[src/rtl/rc_osc_pkg.sv]
package rc_osc_pkg;

  localparam int DATA_W   = 32;
  localparam int STRB_W   = DATA_W / 8;
  localparam int TRIM_W   = 5;
  localparam int DIV_W    = 5;

  // Field placement inside the control word
  localparam int TRIM_LSB = 0;
  localparam int STBY_BIT = 16;
  localparam int STAT_BIT = 20;
  localparam int DIV_LSB  = 24;

  localparam logic [DATA_W-1:0] TRIM_MASK = DATA_W'(((1 << TRIM_W) - 1) << TRIM_LSB);
  localparam logic [DATA_W-1:0] DIV_MASK  = DATA_W'(((1 << DIV_W) - 1) << DIV_LSB);
  localparam logic [DATA_W-1:0] STBY_MASK = DATA_W'(1) << STBY_BIT;
  localparam logic [DATA_W-1:0] STAT_MASK = DATA_W'(1) << STAT_BIT;
  localparam logic [DATA_W-1:0] USED_MASK = TRIM_MASK | DIV_MASK | STBY_MASK | STAT_MASK;

  typedef logic [TRIM_W-1:0] trim_t;
  typedef logic [DIV_W-1:0]  div_t;

endpackage

[src/rtl/rc_osc_edge_sync.sv]
module rc_osc_edge_sync #(
  parameter int STAGES = 2
) (
  input  logic clk,
  input  logic rst,
  input  logic async_i,
  output logic rise_o
);

  logic [STAGES-1:0] chain_q;
  logic              last_q;

  always_ff @(posedge clk) begin
    if (rst) chain_q[0] <= 1'b0;
    else     chain_q[0] <= async_i;
  end

  generate
    for (genvar s = 1; s < STAGES; s++) begin : g_stage
      always_ff @(posedge clk) begin
        if (rst) chain_q[s] <= 1'b0;
        else     chain_q[s] <= chain_q[s-1];
      end
    end
  endgenerate

  always_ff @(posedge clk) begin
    if (rst) last_q <= 1'b0;
    else     last_q <= chain_q[STAGES-1];
  end

  assign rise_o = chain_q[STAGES-1] & ~last_q;

  AST_RISE_ISOLATED: assert property (@(posedge clk) disable iff (rst)
    rise_o |=> !rise_o);

endmodule

[src/rtl/rc_osc_divider.sv]
module rc_osc_divider
  import rc_osc_pkg::*;
(
  input  logic clk,
  input  logic rst,
  input  logic tick_i,
  input  div_t div_sel_i,
  output logic div_tick_o
);

  div_t cnt_q;
  div_t cur_q;
  logic at_end;

  assign at_end = (cnt_q == cur_q);

  always_ff @(posedge clk) begin
    if (rst) begin
      cnt_q      <= '0;
      cur_q      <= div_sel_i;
      div_tick_o <= 1'b0;
    end else begin
      div_tick_o <= 1'b0;
      if (tick_i) begin
        if (at_end) begin
          cnt_q      <= '0;
          cur_q      <= div_sel_i;
          div_tick_o <= 1'b1;
        end else begin
          cnt_q <= cnt_q + 1'b1;
        end
      end
    end
  end

  AST_CNT_IN_RANGE: assert property (@(posedge clk) disable iff (rst)
    cnt_q <= cur_q);
  AST_FACTOR_AT_BOUNDARY: assert property (@(posedge clk) disable iff (rst)
    !(tick_i && at_end) |=> $stable(cur_q));
  AST_PULSE_ONE_CYCLE: assert property (@(posedge clk) disable iff (rst)
    div_tick_o |=> !div_tick_o);

endmodule

[src/rtl/rc_osc_activity.sv]
module rc_osc_activity #(
  parameter int ACT_TIMEOUT = 64
) (
  input  logic clk,
  input  logic rst,
  input  logic tick_i,
  output logic running_o
);

  localparam int IDLE_W = $clog2(ACT_TIMEOUT + 1);
  localparam logic [IDLE_W-1:0] IDLE_MAX = IDLE_W'(ACT_TIMEOUT);

  logic [IDLE_W-1:0] idle_q;

  always_ff @(posedge clk) begin
    if (rst) begin
      idle_q    <= '0;
      running_o <= 1'b0;
    end else if (tick_i) begin
      idle_q    <= '0;
      running_o <= 1'b1;
    end else if (idle_q == IDLE_MAX) begin
      running_o <= 1'b0;
    end else begin
      idle_q <= idle_q + 1'b1;
    end
  end

  AST_EDGE_SETS_RUN: assert property (@(posedge clk) disable iff (rst)
    tick_i |=> running_o);
  AST_TIMEOUT_CLEARS_RUN: assert property (@(posedge clk) disable iff (rst)
    (idle_q == IDLE_MAX && !tick_i) |=> !running_o);

endmodule

[src/rtl/rc_osc_regs.sv]
module rc_osc_regs
  import rc_osc_pkg::*;
(
  input  logic              clk,
  input  logic              rst,
  input  trim_t             fact_trim_i,
  input  logic              wr_i,
  input  logic [STRB_W-1:0] wstrb_i,
  input  logic [DATA_W-1:0] wdata_i,
  input  logic              status_i,
  output trim_t             trim_code_o,
  output div_t              div_sel_o,
  output logic              stby_en_o,
  output logic [DATA_W-1:0] rdata_o
);

  logic [DATA_W-1:0] bit_we;
  logic              trim_we, div_we, stby_we;
  trim_t             trim_new;
  div_t              div_new;
  logic              stby_new;

  trim_t             fact_q;
  trim_t             trim_sw_q;
  logic              trim_written_q;
  logic [DATA_W-1:0] rd_next;

  generate
    for (genvar b = 0; b < DATA_W; b++) begin : g_bit_we
      assign bit_we[b] = wr_i & wstrb_i[b / 8];
    end
  endgenerate

  assign trim_we  = |(bit_we & TRIM_MASK);
  assign div_we   = |(bit_we & DIV_MASK);
  assign stby_we  = |(bit_we & STBY_MASK);
  assign trim_new = TRIM_W'((wdata_i & TRIM_MASK) >> TRIM_LSB);
  assign div_new  = DIV_W'((wdata_i & DIV_MASK) >> DIV_LSB);
  assign stby_new = |(wdata_i & STBY_MASK);

  always_ff @(posedge clk) begin
    if (rst) begin
      fact_q         <= fact_trim_i;
      trim_sw_q      <= '0;
      trim_written_q <= 1'b0;
      div_sel_o      <= '0;
      stby_en_o      <= 1'b0;
    end else begin
      if (trim_we) begin
        trim_sw_q      <= trim_new;
        trim_written_q <= 1'b1;
      end
      if (div_we)  div_sel_o <= div_new;
      if (stby_we) stby_en_o <= stby_new;
    end
  end

  always_ff @(posedge clk) begin
    if (rst) trim_code_o <= fact_trim_i;
    else     trim_code_o <= trim_written_q ? trim_sw_q : fact_q;
  end

  always_comb begin
    rd_next = '0;
    rd_next[TRIM_LSB +: TRIM_W] = trim_written_q ? trim_sw_q : '0;
    rd_next[DIV_LSB +: DIV_W]   = div_sel_o;
    rd_next[STBY_BIT]           = stby_en_o;
    rd_next[STAT_BIT]           = status_i;
  end

  always_ff @(posedge clk) begin
    if (rst) rdata_o <= '0;
    else     rdata_o <= rd_next;
  end

  AST_TRIM_READS_ZERO: assert property (@(posedge clk) disable iff (rst)
    !trim_written_q |=> rdata_o[TRIM_LSB +: TRIM_W] == '0);
  AST_FACTORY_HELD: assert property (@(posedge clk) disable iff (rst)
    (!trim_written_q && !$past(rst)) |-> trim_code_o == fact_q);
  AST_UPPER_KEEPS_TRIM: assert property (@(posedge clk) disable iff (rst)
    (wr_i && !wstrb_i[0]) |=> ($stable(trim_sw_q) && $stable(trim_written_q)));
  AST_RSVD_ZERO: assert property (@(posedge clk) disable iff (rst)
    (rdata_o & ~USED_MASK) == '0);

endmodule

[src/rtl/rc_osc_ctrl.sv]
module rc_osc_ctrl
  import rc_osc_pkg::*;
#(
  parameter int SYNC_STAGES = 2,
  parameter int ACT_TIMEOUT = 64
) (
  input  logic        clk,
  input  logic        rst,
  input  logic [4:0]  fact_trim_i,
  input  logic        mode_standby_i,
  input  logic        osc_raw_i,
  input  logic        bus_wr_i,
  input  logic [3:0]  bus_wstrb_i,
  input  logic [31:0] bus_wdata_i,
  output logic [31:0] bus_rdata_o,
  output logic [4:0]  trim_code_o,
  output logic        osc_en_o,
  output logic        div_tick_o
);

  logic osc_rise;
  logic running;
  div_t div_sel;
  logic stby_en;

  rc_osc_edge_sync #(.STAGES(SYNC_STAGES)) u_sync (
    .clk     (clk),
    .rst     (rst),
    .async_i (osc_raw_i),
    .rise_o  (osc_rise)
  );

  rc_osc_activity #(.ACT_TIMEOUT(ACT_TIMEOUT)) u_act (
    .clk       (clk),
    .rst       (rst),
    .tick_i    (osc_rise),
    .running_o (running)
  );

  rc_osc_regs u_regs (
    .clk         (clk),
    .rst         (rst),
    .fact_trim_i (fact_trim_i),
    .wr_i        (bus_wr_i),
    .wstrb_i     (bus_wstrb_i),
    .wdata_i     (bus_wdata_i),
    .status_i    (running),
    .trim_code_o (trim_code_o),
    .div_sel_o   (div_sel),
    .stby_en_o   (stby_en),
    .rdata_o     (bus_rdata_o)
  );

  rc_osc_divider u_div (
    .clk        (clk),
    .rst        (rst),
    .tick_i     (osc_rise),
    .div_sel_i  (div_sel),
    .div_tick_o (div_tick_o)
  );

  always_ff @(posedge clk) begin
    if (rst) osc_en_o <= 1'b1;
    else     osc_en_o <= ~mode_standby_i | stby_en;
  end

  AST_AWAKE_ENABLES: assert property (@(posedge clk) disable iff (rst)
    !mode_standby_i |=> osc_en_o);
  AST_STANDBY_GATES: assert property (@(posedge clk) disable iff (rst)
    (mode_standby_i && !stby_en) |=> !osc_en_o);

endmodule

[config.mk]
export PLATFORM = sky130hd
export DESIGN_NAME = rc_osc_ctrl
export DESIGN_NICKNAME = d
export VERILOG_FILES = /design/src/rtl/rc_osc_pkg.sv /design/src/rtl/rc_osc_edge_sync.sv /design/src/rtl/rc_osc_divider.sv /design/src/rtl/rc_osc_activity.sv /design/src/rtl/rc_osc_regs.sv /design/src/rtl/rc_osc_ctrl.sv
export SDC_FILE = /design/constraint.sdc
export NUM_CORES = 1
export LEC_CHECK = 0
export BUFFER_PORTS_ARGS = -buffer_cell sky130_fd_sc_hd__buf_2
export CORE_UTILIZATION = 40
export CTS_CLUSTER_DIAMETER = 150
export DETAILED_ROUTE_END_ITERATION = 6
export HOLD_SLACK_MARGIN = 0.15
export PLACE_DENSITY = 0.67
export SYNTH_ARGS = -nofsm -noshare
export SYNTH_HDL_FRONTEND = slang
export SYNTH_SLANG_ARGS = --single-unit
[constraint.sdc]
create_clock -name clk -period 1.9 [get_ports clk]
set_input_delay 0.095 -clock clk [delete_from_list [all_inputs] [get_ports clk]]
set_output_delay 0.095 -clock clk [all_outputs]
set_load 0.02 [all_outputs]
==> flow_metrics.tcl <==
set metrics [dict create \
    outcome "complete, no violations" \
    grt_start_max_net_pins 24 \
    drv_cap 0 \
    ys.warnings.count 0 \
    pwr_density_cell_nw_per_um2 919 \
    worstPathRequired_ns 2.17 \
    arrival_ns 2.04 \
    crit_type "in -> reg" \
    avgRoutedWirePerCell_um 11.3 \
    fin_area_um2 2950 \
    critPathMaxFanout 1 \
    grt.overflow.total 0 \
    power_switching_mw 0.634 \
    rsz0062_at_grt "false" \
    syn_area_per_cell_um2 10.2 \
    dieHeight_um 76.8 \
    period_needed_ns 1.77 \
    dieWidth_um 76.8 \
    syn-cell-area_um2 2240 \
    finalSetupViolCount 0 \
    synth-edff-count 10 \
    clkPwrFrac_pct 41.5 \
    synthArstFlopShare_pct 0 \
    num_antenna_cells 0 \
    synth_ff_type "dfxtp_1" \
    yosysSeqAreaShare_pct 55.5 \
    dp_cells 325 \
    via_per_inst 4.56 \
    tns_ns 0 \
    timing.fmax_mhz 565 \
    ant_nets 0 \
    clock-sinks 57 \
    via_count 1697 \
    internal_power_mw 2.07 \
    rows 26 \
    clk_path_buf_depth 2 \
    tritoncts "yes" \
    cts_root_buf "clkbuf_8" \
    io_buffers 42 \
    htree_levels 3 \
    antenna_found_initial 0 \
    seqPwrFrac_pct 48.5 \
    peakVddDrop_mv 0.501 \
    hold_violations 0 \
    slew_viol_final 0 \
    grt_pass1_vias 1627 \
    finalNonFillerCells 372 \
    comb_power_share_pct 10.0 \
    coreArea_um2 5240 \
    grt_pass1_wl_um 7150 \
    setup.worst_path.end_class "flop" \
    drcViolationCount 0 \
    firstDrtPassIters 5 \
    track_usage_pct 15.9 \
    timing.hold.ws_ns 0.174 \
    dpl_cell_area_um2 2440 \
    nets 346 \
    netSwitchingFraction_pct 23.4 \
    skew_ns 0.00428 \
    postCtsSetupBuffers 0 \
    numCtsBuffers 9 \
    start_kind "input pin" \
    wl_um 4210 \
    num_io_pins 85 \
    min_path_type "in -> reg" \
    clk_latency_ns 0.33 \
    p_leak_nw 1.24 \
    die_area_um2 5890 \
    ys_ff_latch 57 \
    start_util_pct 42.7 \
    hpwlAfterDp_um 2520 \
    place_congestion 0.744 \
    syn_inst 219 \
    area_growth_pct 31.8 \
    drt_iter0_markers 81 \
    clkTransAtPathRegs_ns 0.06 \
    finalCritPeriodShare_pct 93.2 \
    drive_above_1_share_pct 21.9 \
    synthDistinctLibCells 35 \
]
layout make-up:
type,instances,area (µm²)
Clock buffer,13,159
Clock inverter,3,38.8
Fill cell,466,2290
Inverter,3,11.3
Multi-Input combinational cell,149,860
Sequential cell,57,1240
Tap cell,70,87.6
Timing Repair Buffer,77,551
final timing paths:
check	start	end	slack, ns	cells past startpoint
min reg2reg	u_sync.chain_q[0]	u_sync.chain_q[1]	0.43	1
min	rst	u_regs.trim_written_q	0.17	2
max	bus_wdata_i[16]	u_regs.stby_en_o	0.13	6
max reg2reg	u_act.idle_q[0]	u_act.idle_q[1]	0.44	6
power groups by stage:
stage          combinational, mW  clock (mW)  sequential (mW)
2_1_floorplan              0.167           0             1.35
4_1_cts                    0.266        1.15             1.31
6_report                   0.270        1.13             1.31
5_1_grt                    0.296        1.21             1.32
3_3_place_gp               0.217           0             1.34
3_5_place_dp               0.222           0             1.34
layout by cell type (no fill, tap or decap), drive strengths merged:
| master | count |
|---|---|
| a2111oi | 1 |
| nand2 | 23 |
| nand2b | 3 |
| clkinv | 2 |
| clkbuf | 13 |
| nand3b | 2 |
| a21oi | 15 |
| mux2i | 6 |
| ha | 3 |
| nand3 | 17 |
| nor3 | 5 |
| o21ai | 6 |
| buf | 46 |
| and3 | 3 |
| dfxtp | 47 |
| and2 | 5 |
| o22ai | 1 |
| o32ai | 1 |
| nor2 | 10 |
| nor4b | 1 |
| xnor2 | 7 |
| dlygate4sd3 | 31 |
| inv | 3 |
| bufinv | 1 |
| and3b | 1 |
| a21o | 1 |
| nor2b | 12 |
| conb | 20 |
| a211oi | 2 |
| xor2 | 4 |
| edfxtp | 10 |
critical path, cell delays in order:
cell and delay (ns):
dlygate4sd3_1 0.52, buf_2 0.09, nand3_1 0.07, dlygate4sd3_1 0.57, a21oi_1 0.13, dlygate4sd3_1 0.56
stage by stage:
| step | power (mW) | utilization [%] | worst slack [ns] |
|---|---|---|---|
| finish | 2.71 | 56.3 | 0.130 |
| global route | 2.82 | 56.3 | 0.0859 |
| CTS | 2.73 | 56.3 | 0.185 |
| detailed placement | 1.56 | 46.6 | 0.438 |
| global placement | 1.56 | 46.6 | 0.513 |
| floorplan | 1.52 | - | 0.471 |
logic make-up after synthesis:
family                     Yosys count  synth area share, %
adders and majority gates            3                 1.68
muxes                                6                 2.69
and+or+nand+nor                     82                 19.3
other                                1                0.168
xor gates and xnor gates            11                 4.31
AOI/OAI and AO/OA                   27                 7.11
buffers and inverters               32                 9.23
DFF                                 57                 55.5
state kept, by name (all words and copies together), names as in the netlist:
name	flops
osc_en_o	1
u_act.idle_q	7
u_act.running_o	1
u_div.cnt_q	5
u_div.cur_q	5
u_div.div_tick_o	1
u_regs.div_sel_o	5
u_regs.fact_q	5
u_regs.rdata_o	12
u_regs.stby_en_o	1
u_regs.trim_code_o	5
u_regs.trim_sw_q	5
u_regs.trim_written_q	1
u_sync.chain_q	2
u_sync.last_q	1
synth_stat cells, drive strengths merged (4+ instances only):
master | n | share of area [%]
a21oi | 15 | 3.4
nand3 | 17 | 4.0
xnor2 | 7 | 2.7
xor2 | 4 | 1.6
nand2 | 23 | 3.9
dfxtp | 47 | 42
nor3 | 5 | 1.6
nor2b | 12 | 3.5
nor2 | 10 | 1.7
and2 | 5 | 1.4
mux2i | 6 | 2.7
o21ai | 6 | 1.3
edfxtp | 10 | 13
buf | 26 | 8.2
metal layers:
layer  GRT usage, %  up-vias  routed length, µm
li1               -      852                  -
met1           18.2      778               1930
met2           24.6       56               1930
met3           5.24       11                233
met4           11.5        0                127
met5              0        -                  0
timing repair:
item / 4_1_cts / 5_1_grt
endpoints found under the hold margin: 24 / 0
gates resized for setup: 0 / 0
hold buffers: 31 / 0
Note: power is estimated with default switching activity, not from simulation.
